--- src/rtl/prgmap_pkg.sv ---
package prgmap_pkg;

    // Mapping mode: which of windows 0 and 2 holds the switchable bank
    typedef enum logic {
        MODE_LOW  = 1'b0,
        MODE_HIGH = 1'b1
    } prg_mode_e;

    // Register targeted by a CPU write after partial address decode
    typedef enum logic [1:0] {
        TGT_NONE     = 2'd0,
        TGT_SELECT   = 2'd1,
        TGT_BANKDATA = 2'd2,
        TGT_RAMCTL   = 2'd3
    } wr_tgt_e;

    typedef struct packed {
        logic enable;
        logic protect;
    } ram_ctl_t;

    localparam int DATA_W = 8;
    localparam int SEL_W  = 3;

endpackage

--- src/rtl/prgmap_regs.sv ---
module prgmap_regs
    import prgmap_pkg::*;
#(
    parameter int BANK_W = 6
) (
    input  logic              clk,
    input  logic              rst_n,
    input  logic              wr,
    input  logic [3:0]        dec_addr,   // {a15, a14, a13, a0}
    input  logic [DATA_W-1:0] wdata,
    output prg_mode_e         mode,
    output logic [SEL_W-1:0]  sel,
    output logic [BANK_W-1:0] bank_a,
    output logic [BANK_W-1:0] bank_b,
    output ram_ctl_t          ram_ctl
);

    localparam int NUM_PRG = 2;
    localparam int SEL_FIRST_PRG = 6;

    wr_tgt_e            tgt;
    prg_mode_e          mode_q, mode_d;
    logic [SEL_W-1:0]   sel_q;
    logic [BANK_W-1:0]  bank_q [NUM_PRG];
    ram_ctl_t           ctl_q;

    // Write decode on the address bits the map depends on
    always_comb begin
        unique case (dec_addr)
            4'b1000: tgt = TGT_SELECT;
            4'b1001: tgt = TGT_BANKDATA;
            4'b1011: tgt = TGT_RAMCTL;
            default: tgt = TGT_NONE;
        endcase
    end

    // Next mode state
    always_comb begin
        mode_d = mode_q;
        if (wr && tgt == TGT_SELECT) begin
            unique case (wdata[6])
                1'b0: mode_d = MODE_LOW;
                1'b1: mode_d = MODE_HIGH;
            endcase
        end
    end

    // State register: mode and select
    always_ff @(posedge clk) begin
        if (!rst_n) begin
            mode_q <= MODE_LOW;
            sel_q  <= '0;
        end else begin
            mode_q <= mode_d;
            if (wr && tgt == TGT_SELECT)
                sel_q <= wdata[SEL_W-1:0];
        end
    end

    // Program bank registers
    for (genvar g = 0; g < NUM_PRG; g++) begin : g_prg
        always_ff @(posedge clk) begin
            if (!rst_n)
                bank_q[g] <= '0;
            else if (wr && tgt == TGT_BANKDATA && sel_q == SEL_W'(SEL_FIRST_PRG + g))
                bank_q[g] <= wdata[BANK_W-1:0];
        end
    end

    // Work-RAM control
    always_ff @(posedge clk) begin
        if (!rst_n) begin
            ctl_q.enable  <= 1'b1;
            ctl_q.protect <= 1'b0;
        end else if (wr && tgt == TGT_RAMCTL) begin
            ctl_q.enable  <= wdata[7];
            ctl_q.protect <= wdata[6];
        end
    end

    assign mode    = mode_q;
    assign sel     = sel_q;
    assign bank_a  = bank_q[0];
    assign bank_b  = bank_q[1];
    assign ram_ctl = ctl_q;

    p_sel_load_r6: assert property (@(posedge clk) disable iff (!rst_n)
        (wr && tgt == TGT_SELECT) |=> (sel == $past(wdata[2:0]) && mode == prg_mode_e'($past(wdata[6]))));

    p_bank_hold_r7: assert property (@(posedge clk) disable iff (!rst_n)
        (wr && tgt == TGT_BANKDATA && sel < SEL_W'(SEL_FIRST_PRG)) |=> ($stable(bank_a) && $stable(bank_b)));

    p_ramctl_load_r8: assert property (@(posedge clk) disable iff (!rst_n)
        (wr && tgt == TGT_RAMCTL) |=> (ram_ctl.enable == $past(wdata[7]) && ram_ctl.protect == $past(wdata[6])));

    p_idle_hold_r11: assert property (@(posedge clk) disable iff (!rst_n)
        (!wr || tgt == TGT_NONE) |=> ($stable(mode) && $stable(sel) && $stable(bank_a) && $stable(bank_b) && $stable(ram_ctl)));

endmodule

--- src/rtl/prgmap_addr.sv ---
module prgmap_addr
    import prgmap_pkg::*;
#(
    parameter int BANK_W = 6,
    parameter int OFS_W  = 13
) (
    input  logic [OFS_W+1:0]       cpu_addr,
    input  prg_mode_e              mode,
    input  logic [BANK_W-1:0]      bank_a,
    input  logic [BANK_W-1:0]      bank_b,
    output logic [BANK_W+OFS_W-1:0] rom_addr
);

    localparam logic [BANK_W-1:0] BANK_LAST   = '1;
    localparam logic [BANK_W-1:0] BANK_SECOND = BANK_LAST - 1'b1;

    logic [BANK_W-1:0] bank;

    always_comb begin
        unique case (cpu_addr[OFS_W+1:OFS_W])
            2'd0:    bank = (mode == MODE_HIGH) ? BANK_SECOND : bank_a;
            2'd1:    bank = bank_b;
            2'd2:    bank = (mode == MODE_HIGH) ? bank_a : BANK_SECOND;
            default: bank = BANK_LAST;
        endcase
    end

    assign rom_addr = {bank, cpu_addr[OFS_W-1:0]};

endmodule

--- src/rtl/prgmap_ram_gate.sv ---
module prgmap_ram_gate
    import prgmap_pkg::*;
(
    input  logic     [2:0] addr_hi,
    input  logic           wr,
    input  ram_ctl_t       ctl,
    output logic           rd_en,
    output logic           wr_en
);

    logic in_ram;

    assign in_ram = (addr_hi == 3'b011);
    assign rd_en  = in_ram && ctl.enable;
    assign wr_en  = in_ram && wr && ctl.enable && !ctl.protect;

endmodule

--- src/rtl/prg_bank_mapper.sv ---
module prg_bank_mapper
    import prgmap_pkg::*;
#(
    parameter int BANK_W = 6,
    parameter int OFS_W  = 13
) (
    input  logic                    clk,
    input  logic                    rst_n,
    input  logic [15:0]             cpu_addr,
    input  logic [DATA_W-1:0]       cpu_wdata,
    input  logic                    cpu_wr,
    output logic [BANK_W+OFS_W-1:0] rom_addr,
    output logic [OFS_W-1:0]        ram_addr,
    output logic                    ram_rd_en,
    output logic                    ram_wr_en
);

    localparam int ROM_AW = BANK_W + OFS_W;

    prg_mode_e          mode;
    logic [SEL_W-1:0]   sel;
    logic [BANK_W-1:0]  bank_a, bank_b;
    ram_ctl_t           ram_ctl;

    prgmap_regs #(.BANK_W(BANK_W)) regs_i (
        .clk      (clk),
        .rst_n    (rst_n),
        .wr       (cpu_wr),
        .dec_addr ({cpu_addr[15:13], cpu_addr[0]}),
        .wdata    (cpu_wdata),
        .mode     (mode),
        .sel      (sel),
        .bank_a   (bank_a),
        .bank_b   (bank_b),
        .ram_ctl  (ram_ctl)
    );

    prgmap_addr #(.BANK_W(BANK_W), .OFS_W(OFS_W)) addr_i (
        .cpu_addr (cpu_addr[OFS_W+1:0]),
        .mode     (mode),
        .bank_a   (bank_a),
        .bank_b   (bank_b),
        .rom_addr (rom_addr)
    );

    prgmap_ram_gate ram_i (
        .addr_hi (cpu_addr[15:13]),
        .wr      (cpu_wr),
        .ctl     (ram_ctl),
        .rd_en   (ram_rd_en),
        .wr_en   (ram_wr_en)
    );

    assign ram_addr = cpu_addr[OFS_W-1:0];

    p_win3_fixed_r5: assert property (@(posedge clk) disable iff (!rst_n)
        (cpu_addr[14:13] == 2'd3) |-> (rom_addr[ROM_AW-1:OFS_W] == {BANK_W{1'b1}}));

    p_win1_regb_r5: assert property (@(posedge clk) disable iff (!rst_n)
        (cpu_addr[14:13] == 2'd1) |-> (rom_addr[ROM_AW-1:OFS_W] == bank_b));

    p_swap_fixed_r4: assert property (@(posedge clk) disable iff (!rst_n)
        (mode == MODE_HIGH && cpu_addr[14:13] == 2'd0) |-> (rom_addr[ROM_AW-1:OFS_W] == {{(BANK_W-1){1'b1}}, 1'b0}));

    p_low_fixed_r3: assert property (@(posedge clk) disable iff (!rst_n)
        (mode == MODE_LOW && cpu_addr[14:13] == 2'd2) |-> (rom_addr[ROM_AW-1:OFS_W] == {{(BANK_W-1){1'b1}}, 1'b0}));

    p_rd_range_r9: assert property (@(posedge clk) disable iff (!rst_n)
        ram_rd_en |-> (cpu_addr[15:13] == 3'b011 && ram_ctl.enable));

    p_wr_gate_r10: assert property (@(posedge clk) disable iff (!rst_n)
        ram_wr_en |-> (cpu_wr && ram_rd_en && !ram_ctl.protect));

endmodule

--- config.mk ---
export PLATFORM = sky130hd
export DESIGN_NAME = prg_bank_mapper
export DESIGN_NICKNAME = d
export VERILOG_FILES = /design/src/rtl/prgmap_pkg.sv /design/src/rtl/prgmap_regs.sv /design/src/rtl/prgmap_addr.sv /design/src/rtl/prgmap_ram_gate.sv /design/src/rtl/prg_bank_mapper.sv
export SDC_FILE = /design/constraint.sdc
export NUM_CORES = 1
export LEC_CHECK = 0
export ABC_AREA = 0
export CAP_MARGIN = 0
export CORE_UTILIZATION = 39
export DETAILED_ROUTE_END_ITERATION = 10
export PLACE_DENSITY = 0.8
export SKIP_CTS_REPAIR_TIMING = 1
export SYNTH_ARGS = -nofsm -noshare
export SYNTH_HDL_FRONTEND = slang
export SYNTH_SLANG_ARGS = --single-unit
--- constraint.sdc ---
create_clock -name clk -period 1.95 [get_ports clk]
set_input_delay 0.39 -clock clk [delete_from_list [all_inputs] [get_ports clk]]
set_output_delay 0.39 -clock clk [all_outputs]
set_load 0.01 [all_outputs]
==> flow_metrics.py, run 1 <==
metrics = {
    "status": {
        "status": "finished clean",
    },
    "routing": {
        "drt-pass1-iter-count": 4,
        "wl_met3_um": 134,
        "top_layer": "met4",
        "via_per_inst": 5.37,
        "wl_per_cell_um": 13.3,
        "vias": 805,
        "routed_wl_um": 1990,
        "drt-initial-drc-count": 19,
        "met1_length_um": 751,
        "ant_nets": 0,
        "remaining_drc_errors": 0,
        "wl_met2_um": 1050,
    },
    "placement": {
        "placed_cell_area_um2": 1280,
        "place_inst": 146,
        "place_hpwl_um": 1640,
        "gp_congestion": 0.783,
        "pre_cts_ws_ns": -0.517,
        "portBuffers": 24,
    },
    "worst_setup_path": {
        "start_kind": "primary input",
        "rr_worst_depth": 3,
        "cp-end-kind": "output pin",
        "r2r_end": "regs_i.bank_q[1][0]$_SDFFCE_PN0P_",
        "timing.critical_path.mode_cell": "clkdlybuf4s50_1",
        "cp_slowest_cell": "clkdlybuf4s50_1",
        "critPathKind": "in2out",
        "cp_top_family": "buffers and inverters",
        "cp.required_ns": 1.56,
        "cp.arrival_ns": 1.46,
        "reg2reg_slack_ns": 0.79,
        "r2r-start": "regs_i.sel[1]$_SDFFE_PN0P_",
        "timing.critical_path.buf_inv": 2,
        "crit_chain": "clkdlybuf4s50_1, clkdlybuf4s50_1",
        "crit_path_max_incr_delay_ns": 0.55,
        "crit_fanout": 4,
    },
    "finish": {
        "area_growth_pct": 15.4,
        "drive_above_1_share": 0.168,
        "fillers": 249,
        "instances_no_fill": 150,
        "final_common_cell": "clkdlybuf4s50_1",
        "utilization": 0.482,
        "final_cell_mix": "14 x clkdlybuf4s50_1, 12 x and4_1, 12 x edfxtp_1, 11 x nand2_1, 9 x dlymetal6s2s_1",
        "antennaDiodeCount": 0,
        "fin_nets": 147,
        "final_area_um2": 1340,
    },
    "clock_tree": {
        "cts-root-buf": "clkbuf_4",
        "numCtsBuffers": 3,
        "clockBufferDepth": 2,
        "cts_tree": "yes",
        "htreeDepth": 1,
        "cts_sinks": 18,
        "path_clk_slew_ns": 0.09,
        "insertion_delay_ns": 0.29,
    },
    "worst_hold_path": {
        "hold_path_depth": 2,
        "hold_class": "reg2reg",
        "min_to": "regs_i.sel[2]$_SDFFE_PN0P_",
        "hp-start": "regs_i.sel[2]$_SDFFE_PN0P_",
    },
    "run": {
        "max_cap_violations": 0,
    },
    "synth": {
        "yosys_warnings": 0,
        "synth.distinct_cells": 23,
        "synth_top_family_by_area": "simple AND/OR/NAND/NOR gates",
        "syn_inst": 116,
        "synth_compound_area_frac": 0.0980,
        "ys_seq_area_frac": 0.413,
        "synthAdderAreaFrac": 0,
        "syn_area_um2": 1160,
        "syn-num-nets": 143,
        "synthSimpleGateAreaFrac": 0.224,
        "synth_mux_area_frac": 0.0431,
        "avgSynthCellArea_um2": 10.0,
        "synth_seq_cells": 18,
        "synthXorXnorAreaFrac": 0,
    },
    "timing": {
        "timing.fmax_mhz": 542,
        "finalClockSkew_ns": 0.00353,
        "fin_crit_sh": 0.946,
        "max_slew_margin": 0.845,
        "finalHoldViolations": 0,
        "setup_violations": 0,
        "layout_setup_ws_ns": 0.105,
        "report.final.slew_viol_count": 0,
        "period_needed_ns": 1.85,
        "tightestPinTransition_ns": 0.231,
        "hold_ws_ns": 0.469,
        "rsz0062_at_grt": "no",
        "tns_ns": 0,
    },
    "floorplan": {
        "die_width_um": 56.6,
        "start_util": 0.418,
        "top_level_ports": 61,
        "core_um2": 2780,
        "rows": 19,
        "fp.dieArea_um2": 3200,
        "die_height_um": 56.6,
    },
    "global_routing": {
        "overflow": 0,
        "first_global_vias": 730,
        "grt_antenna_before_repair": 0,
        "grt_max_degree": 21,
        "grt_pass1_wl_um": 3020,
        "gr-usage-all-layers": 0.121,
    },
    "pwr": {
        "finalPower_mw": 0.728,
        "irDropWorstVdd_v": 0.000361,
        "p_per_area_nw_per_um2": 543,
        "power_leakage_nw": 0.582,
    },
}
-- worst max-delay path by stage --
stage	from	end	depth (start not counted)
2_1_floorplan	cpu_addr[14]	regs_i.bank_q[1][0]$_SDFFCE_PN0P_	4
3_3_place_gp	cpu_addr[13]	rom_addr[15]	6
3_5_place_dp	cpu_addr[13]	rom_addr[16]	6
4_1_cts	cpu_addr[13]	rom_addr[16]	6
5_1_grt	cpu_addr[0]	rom_addr[0]	2
6_report	cpu_addr[0]	rom_addr[0]	2
-- power breakdown --
group / switching (mW) / total, mW / internal, mW
clock: 0.105 / 0.184 / 0.0796
combinational: 0.0542 / 0.125 / 0.0704
sequential: 0.00537 / 0.419 / 0.414
-- flip-flops by register name, indices dropped and copies added, names as in the netlist --
register	count
regs_i.bank_q	12
regs_i.mode	1
regs_i.ram_ctl	2
regs_i.sel	3
-- kinds of logic (layout without fill, tap and decap cells) --
logic type | count (synthesis) | count (layout)
mux | 5 | 5
compound gates | 15 | 15
flops | 18 | 18
buf+inv | 40 | 43
simple gates | 38 | 38
-- synth_stat cells, drive strengths merged --
library cell | number | area share
nand2 | 12 | 0.039
mux2i | 5 | 0.043
nor4 | 1 | 0.018
dfxtp | 6 | 0.10
o32a | 5 | 0.043
and4b | 3 | 0.029
nor3 | 5 | 0.022
a211o | 1 | 0.0075
and3 | 1 | 0.0065
nand2b | 1 | 0.0054
and4 | 12 | 0.090
and3b | 1 | 0.0075
clkbuf | 4 | 0.013
a211oi | 1 | 0.0065
a21o | 2 | 0.015
a21oi | 6 | 0.026
inv | 7 | 0.023
nor2 | 2 | 0.0065
edfxtp | 12 | 0.31
buf | 29 | 0.19
-- layout make-up --
class,instances,area [µm²],area share
clock buffers,4,26.3,0.0196
repair buffers,32,334,0.249
multi-input cells,58,432,0.322
well taps,31,38.8,0.0289
inverters,7,26.3,0.0196
flip-flops and latches,18,484,0.361
-- metal layers --
layer,vias up,GRT usage
li1,404,-
met1,362,0.121
met2,25,0.224
met3,14,0.0161
met4,0,0.0906
met5,-,0
Note: power is estimated with default switching activity, not from simulation.
==> inputs of run 2 (changes only) <==
CORE_UTILIZATION = 42   (was 39)
PLACE_DENSITY = 0.85   (was 0.8)
clock period = 2.26 ns   (was 1.95 ns; I/O delays follow)
==> flow_metrics.py, run 2 (synthesized netlist as in run 1, its figures left out) <==
metrics = {
    "status": {
        "status": "finished clean",
    },
    "timing": {
        "finalHoldViolations": 0,
        "tns_ns": 0,
        "hold_ws_ns": 0.469,
        "timing.fmax_mhz": 490,
        "period_needed_ns": 2.04,
        "report.final.slew_viol_count": 0,
        "setup_violations": 0,
        "max_slew_margin": 0.703,
        "finalClockSkew_ns": 0.0104,
        "layout_setup_ws_ns": 0.217,
        "rsz0062_at_grt": "no",
        "fin_crit_sh": 0.904,
        "tightestPinTransition_ns": 0.443,
    },
    "global_routing": {
        "grt_antenna_before_repair": 0,
        "gr-usage-all-layers": 0.157,
        "grt_max_degree": 22,
        "first_global_vias": 752,
        "grt_pass1_wl_um": 3250,
        "overflow": 0,
    },
    "worst_setup_path": {
        "crit_fanout": 4,
        "cp.arrival_ns": 1.59,
        "start_kind": "primary input",
        "critPathKind": "in2out",
        "cp_top_family": "buffers and inverters",
        "timing.critical_path.buf_inv": 2,
        "reg2reg_slack_ns": 1.10,
        "cp-end-kind": "output pin",
        "timing.critical_path.mode_cell": "clkdlybuf4s50_1",
        "cp_slowest_cell": "clkdlybuf4s50_1",
        "cp.required_ns": 1.81,
        "crit_chain": "clkdlybuf4s50_1, clkdlybuf4s50_1",
        "crit_path_max_incr_delay_ns": 0.57,
    },
    "routing": {
        "drt-pass1-iter-count": 4,
        "remaining_drc_errors": 0,
        "vias": 871,
        "drt-initial-drc-count": 21,
        "wl_per_cell_um": 15.2,
        "via_per_inst": 5.85,
        "routed_wl_um": 2260,
        "ant_nets": 0,
    },
    "finish": {
        "final_common_cell": "clkdlybuf4s50_1",
        "antennaDiodeCount": 0,
        "largest_register": "regs_i.bank_q",
        "largest_reg_flops": 12,
        "area_growth_pct": 16.6,
        "fin_nets": 147,
        "drive_above_1_share": 0.143,
        "final_cell_mix": "14 x clkdlybuf4s50_1, 12 x nand2_1, 12 x and4_1, 12 x edfxtp_1, 10 x dlymetal6s2s_1",
        "final_area_um2": 1360,
        "fillers": 228,
    },
    "placement": {
        "placed_cell_area_um2": 1270,
        "portBuffers": 24,
        "pre_cts_ws_ns": -0.269,
        "place_hpwl_um": 1730,
        "gp_congestion": 0.794,
    },
    "floorplan": {
        "top_level_ports": 61,
        "die_width_um": 54.6,
        "die_height_um": 54.6,
        "rows": 18,
        "core_um2": 2540,
        "fp.dieArea_um2": 2980,
        "start_util": 0.457,
    },
    "clock_tree": {
        "htreeDepth": 1,
        "insertion_delay_ns": 0.30,
        "clockBufferDepth": 2,
        "numCtsBuffers": 3,
        "cts-root-buf": "clkbuf_4",
        "path_clk_slew_ns": 0.10,
        "cts_sinks": 18,
        "cts_tree": "yes",
    },
    "pwr": {
        "power_frac_clock": 0.257,
        "power.internal_mw": 0.491,
        "p_per_area_nw_per_um2": 473,
        "p_sw_frac": 0.234,
        "power_leakage_nw": 0.595,
        "p_seq_frac": 0.566,
        "switchingPower_mw": 0.150,
        "combPwrFrac": 0.177,
        "irDropWorstVdd_v": 0.000349,
    },
    "worst_hold_path": {
        "hold_class": "reg2reg",
    },
    "run": {
        "max_cap_violations": 0,
    },
}
==> run 2: cell count changes in the layout (fill, tap and decap cells not counted), sizes merged <==
cell	delta
buf	-1
dlymetal6s2s	+1
==> run 2: area by class of cell <==
cell class                      count  area, µm²  share of cell area
Sequential cell                    18        480               0.355
Multi-Input combinational cell     58        429               0.317
Timing Repair Buffer               32        355               0.262
Tap cell                           30       37.5              0.0277
Clock buffer                        4       26.3              0.0194
Inverter                            7       26.3              0.0194
==> run 2: per-layer routing <==
layer / part of all wire / GRT usage
met1: 0.37 / 0.169
met4: 0.061 / 0.154
met5: 0 / 0
met3: 0.089 / 0.0167
met2: 0.48 / 0.261
==> run 2: worst paths after layout <==
kind                                  start                                 to  depth (start not counted)
max                             cpu_addr[0]                        ram_addr[0]                          2
min          regs_i.ram_ctl[1]$_SDFFE_PN1P_     regs_i.ram_ctl[1]$_SDFFE_PN1P_                          1
max reg2reg      regs_i.sel[0]$_SDFFE_PN0P_  regs_i.bank_q[0][3]$_SDFFCE_PN0P_                          2
min reg2reg  regs_i.ram_ctl[1]$_SDFFE_PN1P_     regs_i.ram_ctl[1]$_SDFFE_PN1P_                          1
==> run 2: power by group through the flow <==
stage | sequential [mW] | combinational [mW] | clock [mW]
after global placement | 0.370 | 0.106 | 0
after detailed placement | 0.370 | 0.110 | 0
after floorplan | 0.368 | 0.0920 | 0
final | 0.363 | 0.113 | 0.165
after global routing | 0.364 | 0.122 | 0.178
after CTS | 0.363 | 0.110 | 0.167
==> run 2: metrics by stage <==
step | utilization | power, mW | instances
floorplan | - | 0.460 | 116
global placement | 0.500 | 0.475 | 144
detailed placement | 0.500 | 0.480 | 144
CTS | 0.511 | 0.640 | 148
global route | 0.532 | 0.664 | 149
finish | 0.532 | 0.641 | 149
==> inputs of run 3 (changes only) <==
TNS_END_PERCENT = 30   (was default)
==> flow_metrics.py, run 3 (synthesized netlist as in run 1, its figures left out) <==
metrics = {
    "status": {
        "status": "finished clean",
    },
    "finish": {
        "fillers": 232,
        "layout.area.seq_um2": 480,
        "area_growth_pct": 14.0,
        "largest_reg_flops": 12,
        "largest_register": "regs_i.bank_q",
        "drive_above_1_share": 0.144,
        "fin_nets": 146,
        "utilization": 0.521,
        "antennaDiodeCount": 0,
        "final_common_cell": "clkdlybuf4s50_1",
        "final_cell_mix": "14 x clkdlybuf4s50_1, 12 x nand2_1, 12 x and4_1, 12 x edfxtp_1, 9 x dlymetal6s2s_1",
        "multi_input_area_um2": 429,
        "final_area_um2": 1330,
    },
    "global_routing": {
        "grt_antenna_before_repair": 0,
        "overflow": 0,
        "first_global_vias": 752,
        "gr-usage-all-layers": 0.157,
        "grt_pass1_wl_um": 3250,
        "grt_max_degree": 22,
    },
    "floorplan": {
        "top_level_ports": 61,
        "core_um2": 2540,
        "die_width_um": 54.6,
        "rows": 18,
        "fp.dieArea_um2": 2980,
        "die_height_um": 54.6,
        "start_util": 0.457,
    },
    "timing": {
        "fin_crit_sh": 0.904,
        "tightestPinTransition_ns": 0.441,
        "hold_ws_ns": 0.470,
        "period_needed_ns": 2.04,
        "finalHoldViolations": 0,
        "report.final.slew_viol_count": 0,
        "rsz0062_at_grt": "no",
        "timing.fmax_mhz": 490,
        "max_slew_margin": 0.704,
        "setup_violations": 0,
        "tns_ns": 0,
        "finalClockSkew_ns": 0.0107,
    },
    "routing": {
        "drt-initial-drc-count": 16,
        "routed_wl_um": 2190,
        "drt-pass1-iter-count": 4,
        "via_per_inst": 5.74,
        "remaining_drc_errors": 0,
        "ant_nets": 0,
        "vias": 849,
        "wl_per_cell_um": 14.8,
    },
    "pwr": {
        "power_leakage_nw": 0.568,
        "irDropWorstVdd_v": 0.000342,
        "p_per_area_nw_per_um2": 479,
    },
    "worst_setup_path": {
        "crit_chain": "clkdlybuf4s50_1, clkdlybuf4s50_1",
        "reg2reg_slack_ns": 1.11,
        "crit_path_max_incr_delay_ns": 0.57,
        "cp_top_family": "buffers and inverters",
        "cp.arrival_ns": 1.59,
        "cp_slowest_cell": "clkdlybuf4s50_1",
        "crit_fanout": 4,
        "start_kind": "primary input",
        "cp.required_ns": 1.81,
        "timing.critical_path.buf_inv": 2,
        "critPathKind": "in2out",
        "cp-end-kind": "output pin",
        "timing.critical_path.mode_cell": "clkdlybuf4s50_1",
    },
    "clock_tree": {
        "htreeDepth": 1,
        "clockBufferDepth": 2,
        "cts_sinks": 18,
        "path_clk_slew_ns": 0.10,
        "cts-root-buf": "clkbuf_4",
        "cts_tree": "yes",
        "insertion_delay_ns": 0.30,
        "numCtsBuffers": 3,
    },
    "placement": {
        "portBuffers": 24,
        "place_hpwl_um": 1730,
        "placed_cell_area_um2": 1270,
        "gp_congestion": 0.794,
    },
    "worst_hold_path": {
        "hold_class": "reg2reg",
    },
    "run": {
        "max_cap_violations": 0,
    },
}
run 3: metrics by stage:
| step | worst slack (ns) | total power, mW | cells |
|---|---|---|---|
| after floorplan | 0.690 | 0.460 | 116 |
| after global placement | -0.188 | 0.475 | 144 |
| after detailed placement | -0.269 | 0.480 | 144 |
| after CTS | -0.269 | 0.640 | 148 |
| after global routing | 0.164 | 0.659 | 148 |
| final | 0.217 | 0.634 | 148 |
run 3: area by class of cell:
type | instances | share of cell area
Clock buffer | 4 | 0.0198
Inverter | 7 | 0.0198
Multi-Input combinational cell | 58 | 0.324
Sequential cell | 18 | 0.363
Tap cell | 30 | 0.0283
Timing Repair Buffer | 31 | 0.246
run 3: power by group:
| group | internal (mW) | switching [mW] | leakage, nW | total [mW] |
|---|---|---|---|---|
| registers | 0.358 | 0.00482 | 0.172 | 0.363 |
| clock network | 0.0689 | 0.0940 | 0.0150 | 0.163 |
| logic | 0.0599 | 0.0481 | 0.380 | 0.108 |
| total | 0.487 | 0.147 | 0.568 | 0.634 |
run 3: worst paths after layout:
kind / start / end / cells after the start
worst min-delay path: regs_i.ram_ctl[1]$_SDFFE_PN1P_ / regs_i.ram_ctl[1]$_SDFFE_PN1P_ / 1
worst max register to register: regs_i.sel[0]$_SDFFE_PN0P_ / regs_i.bank_q[0][3]$_SDFFCE_PN0P_ / 2
worst min register to register: regs_i.ram_ctl[1]$_SDFFE_PN1P_ / regs_i.ram_ctl[1]$_SDFFE_PN1P_ / 1
worst max-delay path: cpu_addr[0] / ram_addr[0] / 2
run 3: routing by layer:
metal | part of all wire | up-vias | GRT usage | wire (µm)
met1 | 0.38 | 379 | 0.169 | 821
met4 | 0.066 | 0 | 0.154 | 144
met3 | 0.086 | 23 | 0.0167 | 187
li1 | - | 400 | - | -
met5 | 0 | - | 0 | 0
met2 | 0.47 | 47 | 0.261 | 1030
